**src/rtl/uart_stat_pkg.sv**
```systemverilog
package uart_stat_pkg;
  localparam int STAT_W = 16;

  localparam int B_BRK_LONG  = 10;
  localparam int B_BRK_SHORT = 9;
  localparam int B_RX9       = 8;
  localparam int B_RDR       = 7;
  localparam int B_THRE      = 6;
  localparam int B_FER       = 5;
  localparam int B_OER       = 4;
  localparam int B_PER       = 3;
  localparam int B_TEMT      = 2;
  localparam int B_HS        = 1;

  localparam int N_STICKY = 6;

  localparam logic [STAT_W-1:0] STICKY_MASK =
    (STAT_W'(1) << B_BRK_LONG) | (STAT_W'(1) << B_BRK_SHORT) |
    (STAT_W'(1) << B_RX9) | (STAT_W'(1) << B_FER) |
    (STAT_W'(1) << B_OER) | (STAT_W'(1) << B_PER);

  typedef enum logic [1:0] {
    SEL_STATUS = 2'd0,
    SEL_RXDATA = 2'd1,
    SEL_TXDATA = 2'd2,
    SEL_NONE   = 2'd3
  } reg_sel_e;
endpackage

```
**src/rtl/uart_stat_sticky.sv**
```systemverilog
module uart_stat_sticky #(
  parameter int N = 6
) (
  input  logic         clk,
  input  logic         rst_n,
  input  logic [N-1:0] set_ev,
  input  logic [N-1:0] clr_req,
  output logic [N-1:0] flag
);
  for (genvar i = 0; i < N; i++) begin : g_flag
    always_ff @(posedge clk or negedge rst_n) begin
      if (!rst_n)          flag[i] <= 1'b0;
      else if (set_ev[i])  flag[i] <= 1'b1;   // set beats clear
      else if (clr_req[i]) flag[i] <= 1'b0;
    end
  end
endmodule

```
**src/rtl/uart_stat_xfer.sv**
```systemverilog
module uart_stat_xfer (
  input  logic clk,
  input  logic rst_n,
  input  logic rx_done,
  input  logic rx_pop,
  input  logic thr_free,
  input  logic tx_push,
  input  logic tsr_idle,
  output logic rdr,
  output logic thre,
  output logic temt
);
  always_ff @(posedge clk or negedge rst_n) begin
    if (!rst_n) begin
      rdr  <= 1'b0;
      thre <= 1'b1;
      temt <= 1'b1;
    end else begin
      if (rx_done)     rdr <= 1'b1;
      else if (rx_pop) rdr <= 1'b0;
      if (tx_push)       thre <= 1'b0;
      else if (thr_free) thre <= 1'b1;
      temt <= tsr_idle;
    end
  end
endmodule

```
**src/rtl/uart_stat_sync.sv**
```systemverilog
module uart_stat_sync #(
  parameter int   STAGES  = 2,
  parameter logic RST_VAL = 1'b1
) (
  input  logic clk,
  input  logic rst_n,
  input  logic d,
  output logic q
);
  logic [STAGES-1:0] chain;

  always_ff @(posedge clk or negedge rst_n) begin
    if (!rst_n) chain <= {STAGES{RST_VAL}};
    else        chain <= {chain[STAGES-2:0], d};
  end

  assign q = chain[STAGES-1];
endmodule

```
**src/rtl/uart_status_reg.sv**
```systemverilog
module uart_status_reg
  import uart_stat_pkg::*;
#(
  parameter int SYNC_STAGES = 2
) (
  input  logic              clk,
  input  logic              rst_n,
  input  logic              rx_done,
  input  logic              rx_bit9,
  input  logic              rx_frame_err,
  input  logic              rx_parity_err,
  input  logic              rx_overrun,
  input  logic              brk_short,
  input  logic              brk_long,
  input  logic              thr_free,
  input  logic              tsr_idle,
  input  logic              cts_n,
  input  logic [1:0]        mode,
  input  logic [1:0]        bus_sel,
  input  logic              bus_rd,
  input  logic              bus_wr,
  input  logic [STAT_W-1:0] bus_wdata,
  output logic [STAT_W-1:0] bus_rdata,
  output logic              rx_pop,
  output logic              tx_push
);
  logic stat_wr;
  logic [N_STICKY-1:0] set_vec, clr_vec, sticky;
  logic rdr, thre, temt, cts_sync;
  logic [STAT_W-1:0] status_word;

  assign stat_wr = bus_wr && (bus_sel == SEL_STATUS);
  assign rx_pop  = bus_rd && (bus_sel == SEL_RXDATA);
  assign tx_push = bus_wr && (bus_sel == SEL_TXDATA);

  // sticky slots: 0 parity, 1 overrun, 2 framing, 3 ninth bit, 4 short brk, 5 long brk
  assign set_vec[0] = rx_parity_err && mode[0];
  assign set_vec[1] = rx_overrun;
  assign set_vec[2] = rx_frame_err;
  assign set_vec[3] = rx_done && rx_bit9 && mode[1];
  assign set_vec[4] = brk_short;
  assign set_vec[5] = brk_long;

  assign clr_vec[0] = stat_wr && !bus_wdata[B_PER];
  assign clr_vec[1] = stat_wr && !bus_wdata[B_OER];
  assign clr_vec[2] = stat_wr && !bus_wdata[B_FER];
  assign clr_vec[3] = stat_wr && !bus_wdata[B_RX9];
  assign clr_vec[4] = stat_wr && !bus_wdata[B_BRK_SHORT];
  assign clr_vec[5] = stat_wr && !bus_wdata[B_BRK_LONG];

  uart_stat_sticky #(.N(N_STICKY)) u_sticky (
    .clk(clk), .rst_n(rst_n), .set_ev(set_vec), .clr_req(clr_vec), .flag(sticky)
  );

  uart_stat_xfer u_xfer (
    .clk(clk), .rst_n(rst_n), .rx_done(rx_done), .rx_pop(rx_pop),
    .thr_free(thr_free), .tx_push(tx_push), .tsr_idle(tsr_idle),
    .rdr(rdr), .thre(thre), .temt(temt)
  );

  uart_stat_sync #(.STAGES(SYNC_STAGES), .RST_VAL(1'b1)) u_cts (
    .clk(clk), .rst_n(rst_n), .d(cts_n), .q(cts_sync)
  );

  always_comb begin
    status_word              = '0;
    status_word[B_PER]       = sticky[0];
    status_word[B_OER]       = sticky[1];
    status_word[B_FER]       = sticky[2];
    status_word[B_RX9]       = sticky[3];
    status_word[B_BRK_SHORT] = sticky[4];
    status_word[B_BRK_LONG]  = sticky[5];
    status_word[B_RDR]       = rdr;
    status_word[B_THRE]      = thre;
    status_word[B_TEMT]      = temt;
    status_word[B_HS]        = !cts_sync;
  end

  assign bus_rdata = (bus_sel == SEL_STATUS) ? status_word : '0;
endmodule

```
**config.mk**
```make
export PLATFORM = sky130hd
export DESIGN_NAME = uart_status_reg
export DESIGN_NICKNAME = d
export VERILOG_FILES = /design/src/rtl/uart_stat_pkg.sv /design/src/rtl/uart_stat_sticky.sv /design/src/rtl/uart_stat_xfer.sv /design/src/rtl/uart_stat_sync.sv /design/src/rtl/uart_status_reg.sv
export SDC_FILE = /design/constraint.sdc
export NUM_CORES = 1
export LEC_CHECK = 0
export CAP_MARGIN = 0
export CELL_PAD_IN_SITES_DETAIL_PLACEMENT = 0
export CELL_PAD_IN_SITES_GLOBAL_PLACEMENT = 1
export CORE_MARGIN = 2
export CORE_UTILIZATION = 22
export DETAILED_ROUTE_END_ITERATION = 6
export PLACE_DENSITY = 0.79
export SLEW_MARGIN = 5
export SYNTH_ARGS = -nofsm -noshare
export SYNTH_HDL_FRONTEND = slang
export SYNTH_HIERARCHICAL = 1
export SYNTH_SLANG_ARGS = --single-unit
```
**constraint.sdc**
```tcl
create_clock -name clk -period 0.8 [get_ports clk]
set_input_delay 0.12 -clock clk [delete_from_list [all_inputs] [get_ports clk]]
set_output_delay 0.12 -clock clk [all_outputs]
set_load 0.02 [all_outputs]
```
==> summary.txt <==
Cells and area
  – Relative area change from synthesis to final layout: 91.12%
  – Number of antenna repair diodes: 0
  – Share of cells above drive strength 1: around 51%
  – Share of the core filled with cells in the final layout: 44.59%
  – Final-stage net count: approximately 140

Synthesis
  – Portion of the post-synthesis area used by sequential elements: approximately two fifths
  – EDFF count, synth: 0
  – Predominant post-synthesis flop cell: sky130_fd_sc_hd__dfrtp_1
  – Largest cells by area after synthesis: sky130_fd_sc_hd__dfrtp_1, sky130_fd_sc_hd__nor3b_2, sky130_fd_sc_hd__dfstp_2
  – Most common library cells after synthesis: sky130_fd_sc_hd__nor3b_2, sky130_fd_sc_hd__a21o_1, sky130_fd_sc_hd__dfrtp_1, sky130_fd_sc_hd__inv_1
  – Proportion of register bits with asynchronous set or reset after synthesis: 100.0%
  – Number of instances in the synthesized netlist: 58
  – Area leader, netlist: sky130_fd_sc_hd__dfrtp_1
  – Flip-flop and latch count after synthesis: 11
  – Mean post-synth cell area: 12.38 sq um
  – Number of library cell types mapped by synthesis: 15
  – Warnings, synthesis: 6
  – Mapped Area: 718.2 sq um
  – Most used standard cell by instance count after synthesis: sky130_fd_sc_hd__nor3b_2
  – Top cell type's share of synthesized area: between 20% and 30%

Power
  – Net switching power figure: ~0.43 mW
  – Post-layout power: 1.566 mW
  – Switching Fraction: between 20% and 30%
  – Sequential group share of total power: between 30% and 40%
  – Leakage power figure: around 0.56 nW
  – IR drop worst, VDD: between 0.4 and 0.5 mV
  – Clock share of power: a little under a quarter
  – Comb pwr share: between 30% and 40%
  – Power per Cell Area: 1141 nW/um^2
  – Internal portion of total power: roughly 1.1 mW

Critical path
  – Crit path max-delay cell type: sky130_fd_sc_hd__dfstp_2
  – Required arrival time at the worst endpoint: between 0.6 and 0.7 ns
  – Largest stage delay on the critical path: around 0.53 ns
  – List of cells traversed by the critical path: nor3b_4, buf_6
  – Largest fanout on the critical path: 2
  – Kind of end point of the critical path: output pin
  – Startpoint class of the critical path: flop
  – Arrival time at the worst endpoint: 1.10 ns
  – Kind of critical path: flop to output pin

Routing
  – Via density per instance: between 3 and 4
  – Remaining DRCs: 0
  – Sum of routed wire length over all layers: ~1700 um
  – WL per Instance: ~11 um
  – Remaining number of nets flagged by the antenna check after routing: 0
  – Total via count after detailed routing: just under 600
  – First-pass detailed-route iteration total: 3
  – First-iteration detailed-routing DRC count: 15

Global route
  – Grt ovf: 0
  – First-pass GRT wire length: 2732 um
  – Pin count of the biggest net entering global routing: 12
  – Vias in the first global route: 630
  – Initial antenna violation count: 0
  – Total routing resource utilization after global routing: approximately 9.9%

STA
  – Share of the cycle needed by the critical path after routing: 152.9%
  – Setup Skew: 0.00001243 ns
  – Final-layout setup total negative slack: -3.054 ns
  – Shortest period the worst path allows: approximately 1.2 ns
  – Maximum operating frequency: about 820 MHz
  – Number of failing setup endpoints in the final timing report: 11
  – Max-slew violation count: 0
  – RSZ-0062 raised after global routing: true
  – Count of endpoints failing hold in the final timing report: 0
  – Worst Slack Setup Final: -0.4232 ns

Run status
  – Status: finished, violations left
  – Violations in the final reports: negative setup slack

Place
  – Post-DP HPWL: between 1000 and 1500 um
  – RD Place Congestion: 0.6628
  – Port buffer count: 35

CTS
  – CTS tree: built
  – CTS sink cnt: 11
  – Number of H-tree branching levels: 1
  – Cts-stage hold buffer count: 0
  – Largest buffer count on any clock path: 2
  – Clock input transition at the sequential cells of the worst setup and hold paths: approximately 0.070 ns
  – Clock insertion delay at the later pin of the skew report: roughly 0.26 ns
  – TritonCTS Buffers: 3
  – CTS root buffer: sky130_fd_sc_hd__clkbuf_4

Die
  – Number of primary I/O pins: 52
  – Core region area: about 3000 sq um
  – Rows: 20
  – Die span in y: a little over 60 um
  – Die Width: 61.14 um
  – Effective utilization at floorplan: roughly a quarter
  – Die outline area: 3737 sq um

Flow run
  – Reported max-cap violation count: 0

Min path
  – Min-delay worst type: input pin to flop
## through the flow
stage,worst slack (ns),std cells,cell area (sq um),hold WS [ns]
after floorplan,-0.09995,63,820.8,-0.1756
after global placement,-1.022,143,1209,0.3467
after detailed placement,-1.049,143,1209,0.3476
after CTS,-0.4376,152,1324,0.1662
after global routing,-0.5022,153,1373,0.1683
final,-0.4232,153,1373,0.1739
## kinds of logic (layout without fill, tap and decap cells)
| kind of cell | after synthesis | after routing | share of synthesized area, % |
|---|---|---|---|
| other | 1 | 6 | 0.5221 |
| AND/OR/NAND/NOR | 22 | 22 | 35.72 |
| flip-flops | 11 | 11 | 39.02 |
| AO/OA/AOI/OAI | 7 | 7 | 7.317 |
| buffers and inverters | 17 | 63 | 17.42 |
## path summary, 6_finish.rpt
path | slack, ns | endpoint | from | cells past startpoint
setup / recovery | -0.42 | bus_rdata[6] | u_xfer/thre | 2
hold / removal | 0.17 | u_sticky/flag[3] | bus_sel[0] | 4
setup reg to reg | 0.01 | u_sticky/flag[0] | u_sticky/flag[0] | 2
hold reg to reg | 0.36 | u_cts/chain[1] | u_cts/chain[0] | 0
max in group asynchronous | 0.42 | u_xfer/temt | rst_n | 2
min in group asynchronous | 0.18 | u_sticky/flag[1] | rst_n | 2
## final cells by class
class | instances | area (sq um)
clock buffers | 4 | 26.28
fillers | 300 | 1705
inverters | 7 | 26.28
multi-input cells | 35 | 407.9
flip-flops and latches | 11 | 280.3
well taps | 44 | 55.05
repair buffers | 52 | 576.8
## power groups by stage
stage,Sequential (mW),Combinational (mW),Clock [mW]
after CTS,0.617,0.549,0.399
after detailed placement,0.628,0.504,0
after global placement,0.625,0.496,0
final,0.621,0.575,0.371
after global routing,0.624,0.610,0.433
after floorplan,0.622,0.293,0
## worst max-delay path, delay by kind of cell (launching register included)
family                 cells  cell delay, ns
flip-flops                 1            0.53
AND/OR/NAND/NOR            1            0.17
buffers and inverters      1            0.14
## flip-flops by register name, indices dropped and copies added, names as in the netlist
signal,flops
u_xfer/thre,1
u_cts/chain,2
u_xfer/temt,1
u_xfer/rdr,1
u_sticky/flag,6
## repair_timing
| item | 4_1_cts | 5_1_grt |
|---|---|---|
| gates resized for setup | 96 | 11 |
| pin swaps | 12 | 6 |
| endpoints found under the setup margin | 20 | 17 |
| buffers inserted | 6 | 4 |
## per-layer routing
| metal | global-route usage (%) | vias to the layer above | part of all wire, % |
|---|---|---|---|
| li1 | - | 286 | - |
| met1 | 12.00 | 277 | 40 |
| met5 | 0 | - | 0 |
| met2 | 17.02 | 22 | 53 |
| met3 | 2.941 | 0 | 7.4 |
| met4 | 2.795 | 0 | 0 |
## cell usage in the layout, fill, tap and decap left out
cell	netlist	layout
sky130_fd_sc_hd__buf_6	3	17
sky130_fd_sc_hd__clkdlybuf4s50_1	0	13
sky130_fd_sc_hd__nor3b_4	0	9
sky130_fd_sc_hd__inv_1	7	7
sky130_fd_sc_hd__a21o_1	7	7
sky130_fd_sc_hd__dfrtp_1	7	7
sky130_fd_sc_hd__conb_1	1	6
sky130_fd_sc_hd__dlygate4sd2_1	0	6
sky130_fd_sc_hd__buf_4	6	6
sky130_fd_sc_hd__buf_12	1	5
sky130_fd_sc_hd__nor4b_2	6	4
sky130_fd_sc_hd__clkbuf_4	0	4
sky130_fd_sc_hd__dfstp_2	4	4
sky130_fd_sc_hd__nor4b_4	0	2
sky130_fd_sc_hd__and3b_2	0	2
sky130_fd_sc_hd__clkdlybuf4s15_1	0	2
sky130_fd_sc_hd__buf_8	0	2
sky130_fd_sc_hd__nor2_1	2	2
sky130_fd_sc_hd__nor3_4	1	1
sky130_fd_sc_hd__and2_1	1	1
sky130_fd_sc_hd__and3_1	1	1
sky130_fd_sc_hd__clkbuf_1	0	1
(Power assumes the default switching activity.)
